File: src/rtl/fpcs_pkg.sv
package fpcs_pkg;

  // Class codes carried on the *_cls outputs
  typedef enum logic [2:0] {
    CLS_ZERO = 3'd0,
    CLS_SUB  = 3'd1,
    CLS_NORM = 3'd2,
    CLS_INF  = 3'd3,
    CLS_NAN  = 3'd4
  } fp_cls_e;

  localparam int CLS_W = 3;

endpackage

File: src/rtl/fpcs_unpack.sv
module fpcs_unpack
  import fpcs_pkg::*;
#(
  parameter int EXP_W  = 11,
  parameter int FRAC_W = 52
) (
  input  logic                  clk,
  input  logic                  rst_n,
  input  logic [EXP_W+FRAC_W:0] val,
  output fp_cls_e               cls,
  output logic                  sign,
  output logic [EXP_W:0]        uexp,
  output logic [FRAC_W:0]       sig
);

  localparam int W      = 1 + EXP_W + FRAC_W;
  localparam int UEXP_W = EXP_W + 1;
  localparam int BIAS   = (1 << (EXP_W - 1)) - 1;
  localparam logic [UEXP_W-1:0] BIAS_V = UEXP_W'(BIAS);
  localparam logic [UEXP_W-1:0] SUB_EXP = UEXP_W'(1) - BIAS_V;

  logic [EXP_W-1:0]  exp_f;
  logic [FRAC_W-1:0] frac_f;
  logic              exp_zero;
  logic              exp_ones;
  logic              frac_zero;

  always_comb begin
    exp_f     = val[W-2:FRAC_W];
    frac_f    = val[FRAC_W-1:0];
    exp_zero  = (exp_f == '0);
    exp_ones  = &exp_f;
    frac_zero = (frac_f == '0);
  end

  // class decode
  always_comb begin
    if (exp_zero)      cls = frac_zero ? CLS_ZERO : CLS_SUB;
    else if (exp_ones) cls = frac_zero ? CLS_INF  : CLS_NAN;
    else               cls = CLS_NORM;
  end

  // field unpack
  always_comb begin
    sign = val[W-1];
    uexp = exp_zero ? SUB_EXP : ({1'b0, exp_f} - BIAS_V);
    sig  = {~exp_zero, frac_f};
  end

  // significand leading bit agrees with the class
  p_hidden_set_r6: assert property (@(posedge clk) disable iff (!rst_n)
    (cls == CLS_NORM || cls == CLS_INF || cls == CLS_NAN) |-> sig[FRAC_W]);
  p_hidden_clr_r6: assert property (@(posedge clk) disable iff (!rst_n)
    (cls == CLS_ZERO) |-> (sig == '0));
  // small-exponent operands share the minimum unbiased exponent
  p_sub_exp_r7: assert property (@(posedge clk) disable iff (!rst_n)
    (cls == CLS_SUB || cls == CLS_ZERO) |-> (uexp == SUB_EXP));

endmodule

File: src/rtl/fpcs_order.sv
module fpcs_order
  import fpcs_pkg::*;
#(
  parameter int MAG_W = 63,
  parameter int BW    = 70
) (
  input  logic [MAG_W-1:0] a_mag,
  input  logic [MAG_W-1:0] b_mag,
  input  logic             a_nan,
  input  logic             b_nan,
  input  logic [BW-1:0]    a_bnd,
  input  logic [BW-1:0]    b_bnd,
  output logic             swap,
  output logic [BW-1:0]    big_bnd,
  output logic [BW-1:0]    small_bnd
);

  logic b_gt;

  always_comb begin
    b_gt = (b_mag > a_mag);
    // a NaN in slot A never moves; a NaN in slot B overtakes a non-NaN
    if (a_nan)      swap = 1'b0;
    else if (b_nan) swap = 1'b1;
    else            swap = b_gt;
  end

  always_comb begin
    big_bnd   = swap ? b_bnd : a_bnd;
    small_bnd = swap ? a_bnd : b_bnd;
  end

endmodule

File: src/rtl/fpcs_stage.sv
module fpcs_stage #(
  parameter int DW = 8
) (
  input  logic          clk,
  input  logic          rst_n,
  input  logic          en,
  input  logic [DW-1:0] d,
  output logic          q_vld,
  output logic [DW-1:0] q
);

  logic [DW-1:0] q_nxt;
  logic          vld_nxt;

  always_comb begin
    q_nxt   = en ? d : q;
    vld_nxt = en;
  end

  always_ff @(posedge clk or negedge rst_n) begin
    if (!rst_n) begin
      q     <= '0;
      q_vld <= 1'b0;
    end else begin
      q     <= q_nxt;
      q_vld <= vld_nxt;
    end
  end

endmodule

File: src/rtl/fp_pair_sorter.sv
module fp_pair_sorter
  import fpcs_pkg::*;
#(
  parameter int EXP_W  = 11,
  parameter int FRAC_W = 52
) (
  input  logic                  clk,
  input  logic                  rst_n,
  input  logic                  in_vld,
  input  logic [EXP_W+FRAC_W:0] op_a,
  input  logic [EXP_W+FRAC_W:0] op_b,
  output logic                  out_vld,
  output logic                  swap,
  output logic [2:0]            big_cls,
  output logic                  big_sign,
  output logic [EXP_W:0]        big_exp,
  output logic [FRAC_W:0]       big_sig,
  output logic [2:0]            small_cls,
  output logic                  small_sign,
  output logic [EXP_W:0]        small_exp,
  output logic [FRAC_W:0]       small_sig
);

  localparam int W      = 1 + EXP_W + FRAC_W;
  localparam int MAG_W  = W - 1;
  localparam int UEXP_W = EXP_W + 1;
  localparam int SIG_W  = FRAC_W + 1;
  localparam int BW     = CLS_W + 1 + UEXP_W + SIG_W;
  localparam int DW     = 1 + 2 * BW;

  logic [W-1:0]      ops   [2];
  fp_cls_e           u_cls [2];
  logic              u_sgn [2];
  logic [UEXP_W-1:0] u_exp [2];
  logic [SIG_W-1:0]  u_sig [2];
  logic [BW-1:0]     bnd   [2];

  always_comb begin
    ops[0] = op_a;
    ops[1] = op_b;
  end

  for (genvar gi = 0; gi < 2; gi++) begin : g_side
    fpcs_unpack #(
      .EXP_W (EXP_W),
      .FRAC_W(FRAC_W)
    ) i_unpack (
      .clk (clk),
      .rst_n(rst_n),
      .val (ops[gi]),
      .cls (u_cls[gi]),
      .sign(u_sgn[gi]),
      .uexp(u_exp[gi]),
      .sig (u_sig[gi])
    );
    always_comb bnd[gi] = {u_cls[gi], u_sgn[gi], u_exp[gi], u_sig[gi]};
  end

  logic          c_swap;
  logic [BW-1:0] c_big;
  logic [BW-1:0] c_small;

  fpcs_order #(
    .MAG_W(MAG_W),
    .BW   (BW)
  ) i_order (
    .a_mag    (op_a[MAG_W-1:0]),
    .b_mag    (op_b[MAG_W-1:0]),
    .a_nan    (u_cls[0] == CLS_NAN),
    .b_nan    (u_cls[1] == CLS_NAN),
    .a_bnd    (bnd[0]),
    .b_bnd    (bnd[1]),
    .swap     (c_swap),
    .big_bnd  (c_big),
    .small_bnd(c_small)
  );

  logic [DW-1:0] r_q;

  fpcs_stage #(
    .DW(DW)
  ) i_stage (
    .clk  (clk),
    .rst_n(rst_n),
    .en   (in_vld),
    .d    ({c_swap, c_big, c_small}),
    .q_vld(out_vld),
    .q    (r_q)
  );

  always_comb begin
    {swap, big_cls, big_sign, big_exp, big_sig,
     small_cls, small_sign, small_exp, small_sig} = r_q;
  end

  // ordering key usable for any non-NaN value
  logic signed [UEXP_W-1:0] k_big_e;
  logic signed [UEXP_W-1:0] k_small_e;
  logic                     big_ge;
  logic                     big_gt;

  always_comb begin
    k_big_e   = $signed(big_exp);
    k_small_e = $signed(small_exp);
    big_gt = (k_big_e > k_small_e) ||
             ((k_big_e == k_small_e) && (big_sig > small_sig));
    big_ge = big_gt || ((k_big_e == k_small_e) && (big_sig == small_sig));
  end

  p_order_r3: assert property (@(posedge clk) disable iff (!rst_n)
    (out_vld && big_cls != CLS_NAN && small_cls != CLS_NAN) |-> big_ge);
  p_nan_first_r4: assert property (@(posedge clk) disable iff (!rst_n)
    (out_vld && small_cls == CLS_NAN) |-> (big_cls == CLS_NAN));
  p_nan_pair_r4: assert property (@(posedge clk) disable iff (!rst_n)
    (out_vld && swap) |-> (small_cls != CLS_NAN));
  p_tie_keep_r5: assert property (@(posedge clk) disable iff (!rst_n)
    (out_vld && swap && big_cls != CLS_NAN) |-> big_gt);
  p_lat_r9: assert property (@(posedge clk) disable iff (!rst_n)
    in_vld |=> out_vld);
  p_idle_r9: assert property (@(posedge clk) disable iff (!rst_n)
    !in_vld |=> !out_vld);
  p_hold_r10: assert property (@(posedge clk) disable iff (!rst_n)
    !in_vld |=> ($stable(big_sig) && $stable(small_sig) &&
                 $stable(big_exp) && $stable(small_exp) && $stable(swap)));

endmodule

File: config.mk
export PLATFORM = sky130hd
export DESIGN_NAME = fp_pair_sorter
export DESIGN_NICKNAME = d
export VERILOG_FILES = /design/src/rtl/fpcs_pkg.sv /design/src/rtl/fpcs_unpack.sv /design/src/rtl/fpcs_order.sv /design/src/rtl/fpcs_stage.sv /design/src/rtl/fp_pair_sorter.sv
export SDC_FILE = /design/constraint.sdc
export NUM_CORES = 1
export LEC_CHECK = 0
export BUFFER_PORTS_ARGS = -buffer_cell sky130_fd_sc_hd__buf_2
export CORE_MARGIN = 2
export CORE_UTILIZATION = 48
export CTS_BUF_LIST = sky130_fd_sc_hd__clkbuf_4 sky130_fd_sc_hd__clkbuf_8 sky130_fd_sc_hd__clkbuf_16
export DETAILED_ROUTE_END_ITERATION = 6
export GPL_ROUTABILITY_DRIVEN = 0
export GPL_TIMING_DRIVEN = 0
export PLACE_DENSITY = 0.78
export SYNTH_ARGS = -nofsm -noshare
export SYNTH_HDL_FRONTEND = slang
export SYNTH_SLANG_ARGS = --single-unit
File: constraint.sdc
create_clock -name clk -period 1 [get_ports clk]
set_clock_uncertainty 0.2 [all_clocks]
set_input_delay 0.2 -clock clk [delete_from_list [all_inputs] [get_ports clk]]
set_output_delay 0.2 -clock clk [all_outputs]
set_load 0.03 [all_outputs]
==> impl_metrics.py, run 1 <==
metrics = {
    "yosys": {
        "syn_area_per_cell_um2": 8.18,
        "synth_area_leader_cell": "dfrtp_1",
        "syn_area_um2": 9070,
        "synth_edf_count": 0,
        "synth_top_area_share_pct": 38.6,
        "ys_warn_count": 0,
        "synth_top_flop_cell": "dfrtp_1",
        "async_flop_share_pct": 100,
        "synth_cell_types": 47,
        "synthTopCellsByArea": "dfrtp_1 (39%), ha_1 (9.2%), a21oi_1 (7.7%), a31oi_1 (7.3%), nor2_1 (5.8%)",
        "syn-num-nets": 1307,
        "postSynthCellCount": 1109,
        "ys_seq_area_share_pct": 38.6,
        "ys_ff_latch": 140,
    },
    "floorplan": {
        "start_util_pct": 48.7,
        "die_w_um": 141,
        "rows": 50,
        "die_y_um": 141,
        "top_level_ports": 271,
    },
    "clock_tree": {
        "clockBufferDepth": 2,
        "numCtsBuffers": 17,
        "h-tree-depth": 4,
        "cts_num_sinks": 140,
        "cts_root_buffer": "clkbuf_16",
    },
    "outcome": {
        "stop_stage": "global routing (5_1_grt)",
        "status": "did not finish",
        "error_line": "[ERROR GRT-0232] Routing congestion too high. Check the congestion heatmap in the GUI.",
    },
    "sta": {
        "worstEndpointType": "register input",
        "grt_repair_worst_endpoint": "i_stage.q[49]$_DFFE_PN0P_/D",
    },
    "placed_design": {
        "io_buffers": 269,
        "hpwl_um": 25300,
    },
    "global_routing": {
        "grt_max_degree": 97,
        "grt_overflow": 294,
        "grt_usage_pct": 87.1,
    },
}
## synthesized netlist by cell type (3+ instances only)
master,number
dfrtp_1,140
a21oi_1,139
nor2_1,139
a31oi_1,106
o21ai_1,91
inv_1,79
ha_1,67
clkbuf_1,52
nor4_1,32
o21ai_0,29
nand2_1,28
nand4_1,25
nand3_1,23
nor3_1,15
xnor2_1,15
buf_1,11
buf_2,11
buf_4,11
o221ai_1,11
a221o_1,10
and3_1,10
and4_1,8
a21o_1,7
o2bb2ai_1,7
nor2b_1,6
a21boi_0,4
o21a_1,4
o221a_2,3
xor2_1,3
## metrics by stage
step	instance area (µm²)	worst slack [ns]	util (%)	setup TNS, ns	cells
3_5_place_dp	10900	-2.34	58.5	-331.43	1613
4_1_cts	15600	-1.54	83.9	-256.83	1822
3_3_place_gp	10900	-2.50	58.3	-659.33	1612
2_1_floorplan	9230	-1.63	-	-218.78	1109
## routing by layer
layer	track usage [%]	GRT overflow
met1	85.3	8
met5	36.8	2
met2	99.8	155
met4	94.2	125
met3	75.2	4
## logic make-up after synthesis
logic type               after synthesis  synth area share, %
AND/OR/NAND/NOR                      295                 15.5
flip-flops                           140                 38.6
AO/OA/AOI/OAI                        422                 27.2
adder cells (fa/ha/maj)               67                 9.24
multiplexers                           1                0.124
XOR/XNOR                              18                 1.74
buffers and inverters                166                 7.64
## timing repair
action,CTS
hold buffers,82
gates resized for setup,556
pin swaps,128
endpoints found under the setup margin,279
setup buffers,71
gates cloned,24
endpoints found under the hold margin,223
==> run 2: changes to the inputs <==
Settings changed: CORE_UTILIZATION 48 to 35, CTS_BUF_LIST sky130_fd_sc_hd__clkbuf_4 sky130_fd_sc_hd__clkbuf_8 sky130_fd_sc_hd__clkbuf_16 to default, PLACE_DENSITY 0.78 to default, PLACE_DENSITY_LB_ADDON from default to 0.15.
Clock period 1 ns to 1.3 ns, I/O delays scaled along.
==> run 2 against run 1 <==
The flow now finishes, with violations (hold timing, setup timing). Synthesized area did not move. Synthesized cell count did not move.
==> impl_metrics.py, run 2 <==
metrics = {
    "worst_setup_path": {
        "crit_arrival_ns": 3.08,
        "path_class": "primary input to flop",
        "crit_required_ns": 1.41,
        "worstPathCellList": "buf_6 > inv_2 > ha_4 > nand4_1 > buf_4 > nor4_4 > nand3_1 > o22ai_1 > a211o_1 > o21a_4 > clkbuf_16 > buf_16 > a31oi_4 > a21oi_1",
        "worstSetupEndpointType": "flop",
        "cp-start-kind": "primary input",
        "cpPeakStageDelay_ns": 0.38,
        "slowest_stage": "nor4_4",
        "critPathMaxFanout": 7,
    },
    "sta": {
        "period_share_pct": 229,
        "finalMaxSlewViolations": 0,
        "setup_viol": 279,
        "setup_ws_ns": -1.67,
        "rsz0062_at_grt": "true",
        "worst_pin_slew_ns": 1.33,
        "relSlewSlack_pct": 11.5,
        "holdWs_ns": -0.383,
        "report.final.hold_viol_count": 60,
        "max_clock_freq_ghz": 0.337,
        "period_needed_ns": 2.97,
    },
    "detailed_routing": {
        "first_iter_violations": 1246,
        "num_vias": 11800,
        "ant_nets": 0,
        "drc_errors": 0,
        "wl_per_cell_um": 23.7,
        "wl_um": 47100,
        "drt_first_pass_iters": 7,
        "vias_per_cell": 5.96,
    },
    "yosys": {
        "synth_edf_count": 0,
        "ys_warn_count": 0,
        "async_flop_share_pct": 100,
        "syn_area_um2": 9070,
        "yosysMostFrequentCell": "dfrtp_1",
        "syn-num-nets": 1307,
        "ys_ff_latch": 140,
        "ys_seq_area_share_pct": 38.6,
        "synth_cell_types": 47,
        "postSynthCellCount": 1109,
        "synth_top_area_share_pct": 38.6,
        "synth_top_flop_cell": "dfrtp_1",
        "synthTopCellsByArea": "dfrtp_1 (39%), ha_1 (9.2%), a21oi_1 (7.7%), a31oi_1 (7.3%), nor2_1 (5.8%)",
        "synth_area_leader_cell": "dfrtp_1",
        "syn_area_per_cell_um2": 8.18,
        "synth_common_cells": "dfrtp_1 (140), a21oi_1 (139), nor2_1 (139)",
    },
    "floorplan": {
        "start_util_pct": 35.8,
        "dieArea_um2": 27200,
        "die_y_um": 165,
        "rows": 58,
        "core_area_um2": 25300,
        "top_level_ports": 271,
        "die_w_um": 165,
    },
    "clock_tree": {
        "cts_num_sinks": 140,
        "cts_root_buffer": "clkbuf_16",
        "cts_tree": "yes",
        "clk_latency_ns": 0.43,
        "numCtsBuffers": 17,
        "path_clk_slew_ns": 0.07,
        "h-tree-depth": 4,
        "clockBufferDepth": 2,
    },
    "global_routing": {
        "grt_pass1_vias": 11200,
        "grt_usage_pct": 31.0,
        "antenna_found_initial": 2,
        "grt_overflow": 0,
        "grt_max_degree": 81,
        "grt_pass1_wl_um": 64400,
    },
    "layout": {
        "multi_input_area_um2": 7030,
        "seqCellArea_um2": 3500,
        "drive_gt1_share_pct": 45.5,
        "largest_reg_flops": 139,
        "fin_nets": 1835,
        "fillCellCount": 1861,
        "layout_commonest_cell": "buf_6",
        "design_area_um2": 17600,
        "regMostFlops": "i_stage.q",
        "final_cell_mix": "buf_6 (170), dfrtp_1 (140), nor2_1 (137), buf_4 (111), dlygate4sd3_1 (108)",
        "areaGrowthSynthToFinish_pct": 94.0,
        "reg_top3": "i_stage.q: 139 flops, i_stage.q_vld: 1 flops",
    },
    "worst_hold_path": {
        "min-delay-path-class": "primary input to asynchronous set/reset pin",
    },
    "outcome": {
        "violations": "hold timing, setup timing",
        "status": "complete, but fails checks",
    },
    "placed_design": {
        "post_dp_cell_area_um2": 11000,
        "io_buffers": 269,
        "hpwl_um": 27900,
    },
    "pwr": {
        "power.leakage_nw": 7.30,
        "power-per-cell-area_nw_per_um2": 1070,
        "ir_worst_vdd_v": 0.000943,
    },
    "flow_run": {
        "timing.max_cap.violations": 0,
    },
}
## run 2: power breakdown
| part | internal (mW) | switching [mW] | leakage (nW) |
|---|---|---|---|
| clock | 2.78 | 2.28 | 0.274 |
| sequential | 4.95 | 0.514 | 1.60 |
| combinational | 3.90 | 4.35 | 5.43 |
## run 2: worst paths after layout
check | start | endpoint | slack [ns] | cells past startpoint
min | rst_n | i_stage.q[123] | -0.38 | 1
max | op_a[38] | i_stage.q[103] | -1.67 | 14
min in group clk | op_b[19] | i_stage.q[88] | 0 | 3
max in group asynchronous | rst_n | i_stage.q[96] | 0.43 | 2
min reg2reg | i_stage.q[125] | i_stage.q[125] | 0.31 | 1
max reg2reg | i_stage.q[131] | i_stage.q[131] | -0.03 | 3
## run 2: cells by family (layout without fill, tap and decap cells)
| family | Yosys count | after routing | share of synthesized area (%) |
|---|---|---|---|
| simple gates | 295 | 295 | 15.5 |
| buf+inv | 166 | 707 | 7.64 |
| other cells | 0 | 2 | 0 |
| fa+ha+maj | 67 | 67 | 9.24 |
| compound gates | 422 | 422 | 27.2 |
| xor+xnor | 18 | 18 | 1.74 |
| flops | 140 | 140 | 38.6 |
| mux | 1 | 1 | 0.124 |
## run 2: per-layer routing
metal / up-vias / wire length, µm / track usage (%)
met2: 725 / 22100 / 48.5
met5: - / 25 / 0
met3: 155 / 3830 / 6.53
met1: 5765 / 19200 / 42.3
met4: 4 / 1890 / 11.3
li1: 5157 / - / -
## run 2: timing repair
action                                  in CTS  in global routing
pin swaps                                  153                 93
hold buffers                               106                  2
endpoints found under the setup margin     279                279
cloned                                      14                  9
endpoints found under the hold margin      167                 62
resized for setup                          540                241
setup buffers                               72                 39
## run 2: critical path: cells and delay by family
kind | cells | cell delay, ns
AO/OA/AOI/OAI | 5 | 1.12
adder cells (fa/ha/maj) | 1 | 0.26
buffers and inverters | 5 | 0.72
AND/OR/NAND/NOR | 3 | 0.69
## run 2: area by class of cell
cell class                      count  share of cell area (%)
Antenna cell                        2                  0.0284
Buffer                             87                    4.34
Clock buffer                       19                    2.57
Clock inverter                     13                   0.739
Inverter                           79                    1.77
Multi-Input combinational cell    803                    40.0
Sequential cell                   140                    19.9
Tap cell                          330                    2.35
Timing Repair Buffer              509                    28.3
## run 2: stage by stage
| step | setup TNS, ns | std cells | setup slack [ns] | util [%] | total power, mW |
|---|---|---|---|---|---|
| after global routing | -221.06 | 1980 | -1.68 | 69.5 | 19.4 |
| after global placement | -627.82 | 1708 | -2.45 | 43.4 | 10.0 |
| after CTS | -198.42 | 1932 | -1.38 | 61.5 | 17.4 |
| final | -216.14 | 1982 | -1.67 | 69.5 | 18.8 |
| after detailed placement | -296.27 | 1709 | -2.33 | 43.5 | 10.1 |
| after floorplan | -185.42 | 1109 | -1.39 | - | 8.27 |
No activity file was read; power rests on OpenSTA's default activity.
